`src/rtl/seqlock_pkg.sv`:
```
package seqlock_pkg;

    localparam int STATE_W = 3;

    typedef enum logic [STATE_W-1:0] {
        ST_NONE = 3'd0,
        ST_Z    = 3'd1,
        ST_ZO   = 3'd2,
        ST_ZOO  = 3'd3,
        ST_FULL = 3'd4
    } lock_state_t;

    typedef struct packed {
        lock_state_t state;
    } lock_regs_t;

endpackage

```
`src/rtl/seqlock_step.sv`:
```
module seqlock_step
    import seqlock_pkg::*;
(
    input  lock_state_t cur_i,
    input  logic        key_i,
    output lock_state_t nxt_o
);
    always_comb begin
        case (cur_i)
            ST_NONE: nxt_o = key_i ? ST_NONE : ST_Z;
            ST_Z:    nxt_o = key_i ? ST_ZO   : ST_Z;
            ST_ZO:   nxt_o = key_i ? ST_ZOO  : ST_Z;
            ST_ZOO:  nxt_o = key_i ? ST_NONE : ST_FULL;
            ST_FULL: nxt_o = key_i ? ST_ZO   : ST_Z;
            // unused codes: a 0 counts as a first match, a 1 clears
            default: nxt_o = key_i ? ST_NONE : ST_Z;
        endcase
    end
endmodule

```
`src/rtl/seqlock_decode.sv`:
```
module seqlock_decode
    import seqlock_pkg::*;
(
    input  lock_state_t cur_i,
    output logic        open_o
);
    always_comb begin
        open_o = (cur_i == ST_FULL);
    end
endmodule

```
`src/rtl/seqlock_top.sv`:
```
module seqlock_top
    import seqlock_pkg::*;
#(
    parameter logic [STATE_W-1:0] RST_CODE = 3'd0
) (
    input  logic clk_i,
    input  logic rst_i,
    input  logic press_i,
    input  logic bit_i,
    output logic unlock_o
);
    lock_regs_t             r_d, r_q;
    lock_state_t            step_nxt;
    logic [STATE_W-1:0]     state_q;

    seqlock_step u_step (
        .cur_i (r_q.state),
        .key_i (bit_i),
        .nxt_o (step_nxt)
    );

    seqlock_decode u_dec (
        .cur_i  (r_q.state),
        .open_o (unlock_o)
    );

    always_comb begin
        r_d = r_q;
        if (press_i) begin
            r_d.state = step_nxt;
        end
    end

    always_ff @(posedge clk_i) begin
        if (rst_i) begin
            r_q.state <= lock_state_t'(RST_CODE);
        end else begin
            r_q <= r_d;
        end
    end

    assign state_q = r_q.state;

endmodule

```
`config.mk`:
```
export PLATFORM = sky130hd
export DESIGN_NAME = seqlock_top
export DESIGN_NICKNAME = d
export VERILOG_FILES = /design/src/rtl/seqlock_pkg.sv /design/src/rtl/seqlock_step.sv /design/src/rtl/seqlock_decode.sv /design/src/rtl/seqlock_top.sv
export SDC_FILE = /design/constraint.sdc
export NUM_CORES = 1
export LEC_CHECK = 0
export ABC_CLOCK_PERIOD_IN_PS = 1800
export BUFFER_PORTS_ARGS = -buffer_cell sky130_fd_sc_hd__clkbuf_2
export CORE_AREA = 2 2 39 41
export CTS_CLUSTER_DIAMETER = 200
export CTS_CLUSTER_SIZE = 10
export DETAILED_ROUTE_END_ITERATION = 6
export DIE_AREA = 0 0 41 43
export GPL_ROUTABILITY_DRIVEN = 1
export PLACE_DENSITY = 0.4
export SKIP_LAST_GASP = 1
export SLEW_MARGIN = 25
export SYNTH_ARGS = -nofsm -noshare
export SYNTH_HDL_FRONTEND = slang
export SYNTH_SLANG_ARGS = --single-unit
export TNS_END_PERCENT = 10
```
`constraint.sdc`:
```
create_clock -name clk_i -period 1.8 [get_ports clk_i]
set_clock_uncertainty 0.05 [all_clocks]
set_input_delay 0.09 -clock clk_i [delete_from_list [all_inputs] [get_ports clk_i]]
set_output_delay 0.09 -clock clk_i [all_outputs]
set_load 0.01 [all_outputs]
```
# After elaboration in Yosys (flattened, before gate mapping)
# Cells that the tools add are included.
[op_classes] reduce_logical=1 n_eq_ne=4 n_mux=5
[ops] op="$pmux W3 S3" count=1
[ops] op="$eq A3 B2 Y1 const B" count=2
[ops] op="$mux W2" count=2
[ops] op="$eq A3 B1 Y1 const B" count=1
[ops] op="$eq A3 B3 Y1 const B" count=1
[ops] op="$mux W3" count=1
[ops] op="$reduce_or A2 Y1" count=1
[ops] op="$mux W1" count=1
[totals] input_bits=4 elab_cells=11 reg_bits=3 out_inout_bits=1

# Depth between registers and ports, before layout
[logic_depth] ltp_word=3 mapped_depth=3 mapped_depth_nobuf=3

# Modules after synthesis
# Synthesis repeated with hierarchy kept, for this count alone.
[hier_totals] hier_cells=16 hier_area_um2=162.7
[by_module_without_submodules] module="seqlock_top" cells_each=9 seq_area_each_um2=60.1 area_each_um2=101.3 instances=1
[by_module_without_submodules] module="seqlock_step" cells_each=6 seq_area_each_um2=0.0 area_each_um2=48.8 instances=1
[by_module_without_submodules] module="seqlock_decode" cells_each=1 seq_area_each_um2=0.0 area_each_um2=12.5 instances=1

# Least setup slack after synthesis
# OpenSTA, ideal clock, no wires.
[synth_path] path_type="reg-to-reg" start="register r_q[1] (netlist name)" end="register r_q[0] (netlist name)" required_time_ns=1.671 synth_period_minus_slack_ns=0.966 setup_ns=0.079 t_arrival_ns=0.837 stages_incl_launch_ff=4 slack_ns=0.834 n_path_buf=0 path_cell_list="dfxtp_1 nand2b_4 a21bo_1 a211oi_2"
[synth_via] elab_chain_cells=3 elab_cells_between_ends=6 cone_classes="4 x eq/ne; 1 x mux; 1 x reduce/logical"
[synth_rtl] element="from (decl)" line_no="seqlock_top.sv:12" source="lock_regs_t r_d, r_q;"
[synth_rtl] element="from (signal assigned)" line_no="seqlock_top.sv:38" source="r_q <= r_d;"
[synth_rtl] element="$eq A3 B3 Y1 or $eq A3 B1 Y1 (tied branches)" line_no="seqlock_step.sv:9" source="case (cur_i)"
[synth_rtl] element="$reduce_or A2 Y1 (no line)"
[synth_rtl] element="$pmux W3 S3 *" line_no="seqlock_step.sv:9"
# Every way passes the cells marked *; elsewhere a longest branch is shown, timed or not.
# A chain may end at the register's enable or synchronous reset.

# Final worst setup path
[layout_path] start="register r_q[2] (netlist name)" end="output unlock_o"
[layout_via] elab_chain_cells=1
[layout_rtl] element="$eq A3 B3 Y1" line_no="seqlock_decode.sv:8" source="open_o = (cur_i == ST_FULL);"
[layout_rtl] element="to (decl)" line_no="seqlock_top.sv:10" source="output logic unlock_o"
# Every way passes these cells.

==> results summary <==
The relative slew slack came out at 0.8662. Setup violations remaining at the end of the flow were counted as 0. The overflow left after global routing came out at 0. In this run the tool buffered the top-level ports with 4 buffer cells. After routing, the total negative slack on setup checks comes to 0 ns. For this configuration, the core starts out at a cell density of 0.1257. The number of nets in the finished design is 34. After legalization and detailed placement, the total HPWL measured 253.9 um. Setup repair after global routing left no endpoint under its margin. The fraction of layout cells with a size suffix above 1 came out at 0.3103. The post-CTS clock slew at the launch and capture registers of the worst setup and hold paths came out at 0.03 ns. Of the total power, the clock network draws 0.560. The worst-margin pin slew is 0.1989 ns.

The die outline width came out at 41 um. Entering global routing, the biggest net connects 6 pins. TritonCTS built the clock tree. The count of mapped cells out of synthesis came out at 20. The synthesized area divided by synthesized cell count is 8.696 um^2. The slowest stage of the critical path is the dfxtp_1 cell. The biggest fanout along the worst timing path is 4. The share of the clock period used by the worst path is 0.6301.

IR analysis of the VDD net gives a maximum drop of 0.0003084 V. The largest registers in the layout are r_q: 3 flops. The die covers 0.001763 mm^2. The initial detailed-routing violation count came out at 4. The number of global-route vias before repair is 156.

The number of iterations in the first detailed-routing pass came out at 2. For this design the top-level I/O count stands at 5. The data arrival time at the worst-slack endpoint is 0.99 ns. The clock buffer count from CTS is 3.

The library cell used most frequently in the layout, excluding fill and tap cells, is clkbuf_2. The post-synthesis cell type count came out at 14. The global-route wire length before repair is 593 um. The height of the die is 43 um.

At the later pin of the worst-skew pair, clock insertion delay measures 0.23 ns. The net switching fraction of the power came out at 0.2155. Internal power comes to 0.1624 mW. The area inside the core boundary is 0.001384 mm^2.

Across every metal layer, demand over resource in global routing totals 0.05617. The critical path class is reg -> out. The floorplan has 14 rows. The highest clock frequency the design can meet is 0.8818 GHz. The number of buffers on the longest clock path is 2. The worst setup path is launched from a flip-flop. Walking the worst path, the cells encountered are inv_1, nor3_1, clkbuf_2. The via total after detailed routing came out at 159. The synthesis-to-layout area growth is 43.88%. The routed wire length is 331 um. Data on the critical path is required at its endpoint by 1.66 ns.

The register with the most flip-flops is r_q. The detailed-route DRC error count is 0. For this run, the register share of the synthesized area comes to 0.3453. The initial antenna violation count came out at 0. The number of synthesis warnings came out at 0. The flip-flop and latch count after synthesis is 3.

The final count of pins violating max slew is 0. The count of clock tree sinks is 3. The post-synthesis cell area came out at 173.9 um^2. STA classifies the critical path endpoint as an output port. The number of failing hold endpoints at the final stage came out at 0. The proportion of power drawn by flip-flops and latches came out at 0.350. The flow ran to the end, and the final reports show no timing, DRC or antenna violations.

The clock root buffer is clkbuf_4. The depth of the CTS H-tree is 1. The number of flip-flops in the largest register came out at 3. The post-route minimum period came out at 1.134 ns. The number of nets with antenna violations after detailed routing is 0. Summed over all nets, the switching power comes to 0.04461 mW. The class of the tightest hold or removal check is in -> reg.

Power comes to 0.2070 mW. The reported leakage power is 0.09577 nW. The congestion estimate from routability-driven global placement came to 0.6492. In the layout the commonest cells are clkbuf_2, inv_1, a21oi_1, clkbuf_4, dfxtp_1. The share of total power dissipated in combinational logic is 0.090.

The peak per-stage delay on the critical path is 0.36 ns. The synthesized netlist net count is 24. Dividing total power by cell area gives a power density of 827.2 mW/mm^2. The repair_antennas step left the layout with diodes totalling 0. The average wire per standard cell came out at 7.356 um. After detailed routing, the number of vias per cell comes to 3.533. The count of maximum capacitance violations came out at 0.
## path summary, 6_finish.rpt
check	start	to	slack, ns	depth (start not counted)
worst max-delay path	r_q[2]	unlock_o	0.67	3
worst min-delay path	bit_i	r_q[0]	0.14	3
worst max register to register	r_q[1]	r_q[0]	0.76	3
worst min register to register	r_q[0]	r_q[0]	0.45	2
## repair_timing
| action | 4_1_cts | 5_1_grt |
|---|---|---|
| resized for setup | 0 | 0 |
| hold buffers | 1 | 0 |
| hold endpoints to repair | 1 | 0 |
| setup buffers | 0 | 0 |
## power groups by stage
stage	Combinational, mW	Sequential [mW]	Clock (mW)
2_1_floorplan	0.0104	0.0728	0
3_3_place_gp	0.0167	0.0735	0
3_5_place_dp	0.0169	0.0734	0
4_1_cts	0.0188	0.0724	0.124
5_1_grt	0.0207	0.0728	0.133
6_report	0.0186	0.0724	0.116
## kinds of logic after synthesis
family | count (synthesis) | share of synthesized area
flip-flops | 3 | 0.3453
buffers and inverters | 3 | 0.06474
AND/OR/NAND/NOR | 6 | 0.2302
AO/OA/AOI/OAI | 8 | 0.3597
## synth_stat cells (all sizes together)
cell	count	area, um^2
a21oi	3	15.01
dfxtp	3	60.06
inv	3	11.26
nand2b	2	20.02
a211oi	1	12.51
a21bo	1	10.01
nand2	1	3.750
nand3b	1	7.510
nor2	1	3.750
nor3	1	5.000
o21a	1	7.510
o31ai	1	7.510
o32a	1	10.01
## through the flow
step             util  cell area, um^2  instances  hold slack (ns)  worst slack (ns)
2_1_floorplan       -            173.9         20           0.1046            0.8336
3_3_place_gp   0.1546            214.0         40           0.2463            0.7619
3_5_place_dp   0.1546            214.0         40           0.2466            0.7656
4_1_cts        0.1808            250.2         45           0.1343            0.6529
5_1_grt        0.1808            250.2         45           0.1571            0.5894
6_report       0.1808            250.2         45           0.1423            0.6659
## routing by layer
layer  routed length [um]  global-route usage  share of wire  vias up
li1                     -                   -              -       90
met1                  188             0.06410           0.57       64
met2                  107             0.05625           0.32        5
met3                   35             0.04712           0.11        0
met4                    0             0.06000              0        0
met5                    0                   0              0        -
## layout make-up
| class | instances | area (um^2) |
|---|---|---|
| repair buffers | 5 | 30.03 |
| well taps | 16 | 20.02 |
| multi-input cells | 14 | 102.6 |
| clock buffers | 4 | 26.28 |
| inverters | 3 | 11.26 |
| fillers | 156 | 1134 |
| flip-flops and latches | 3 | 60.06 |
## worst max-delay path: cells and delay by family (launching register included)
family	cells	cell delay [ns]
buffers and inverters	2	0.23
flip-flops	1	0.36
AND/OR/NAND/NOR	1	0.18
Power figures use the tool's default switching activity.
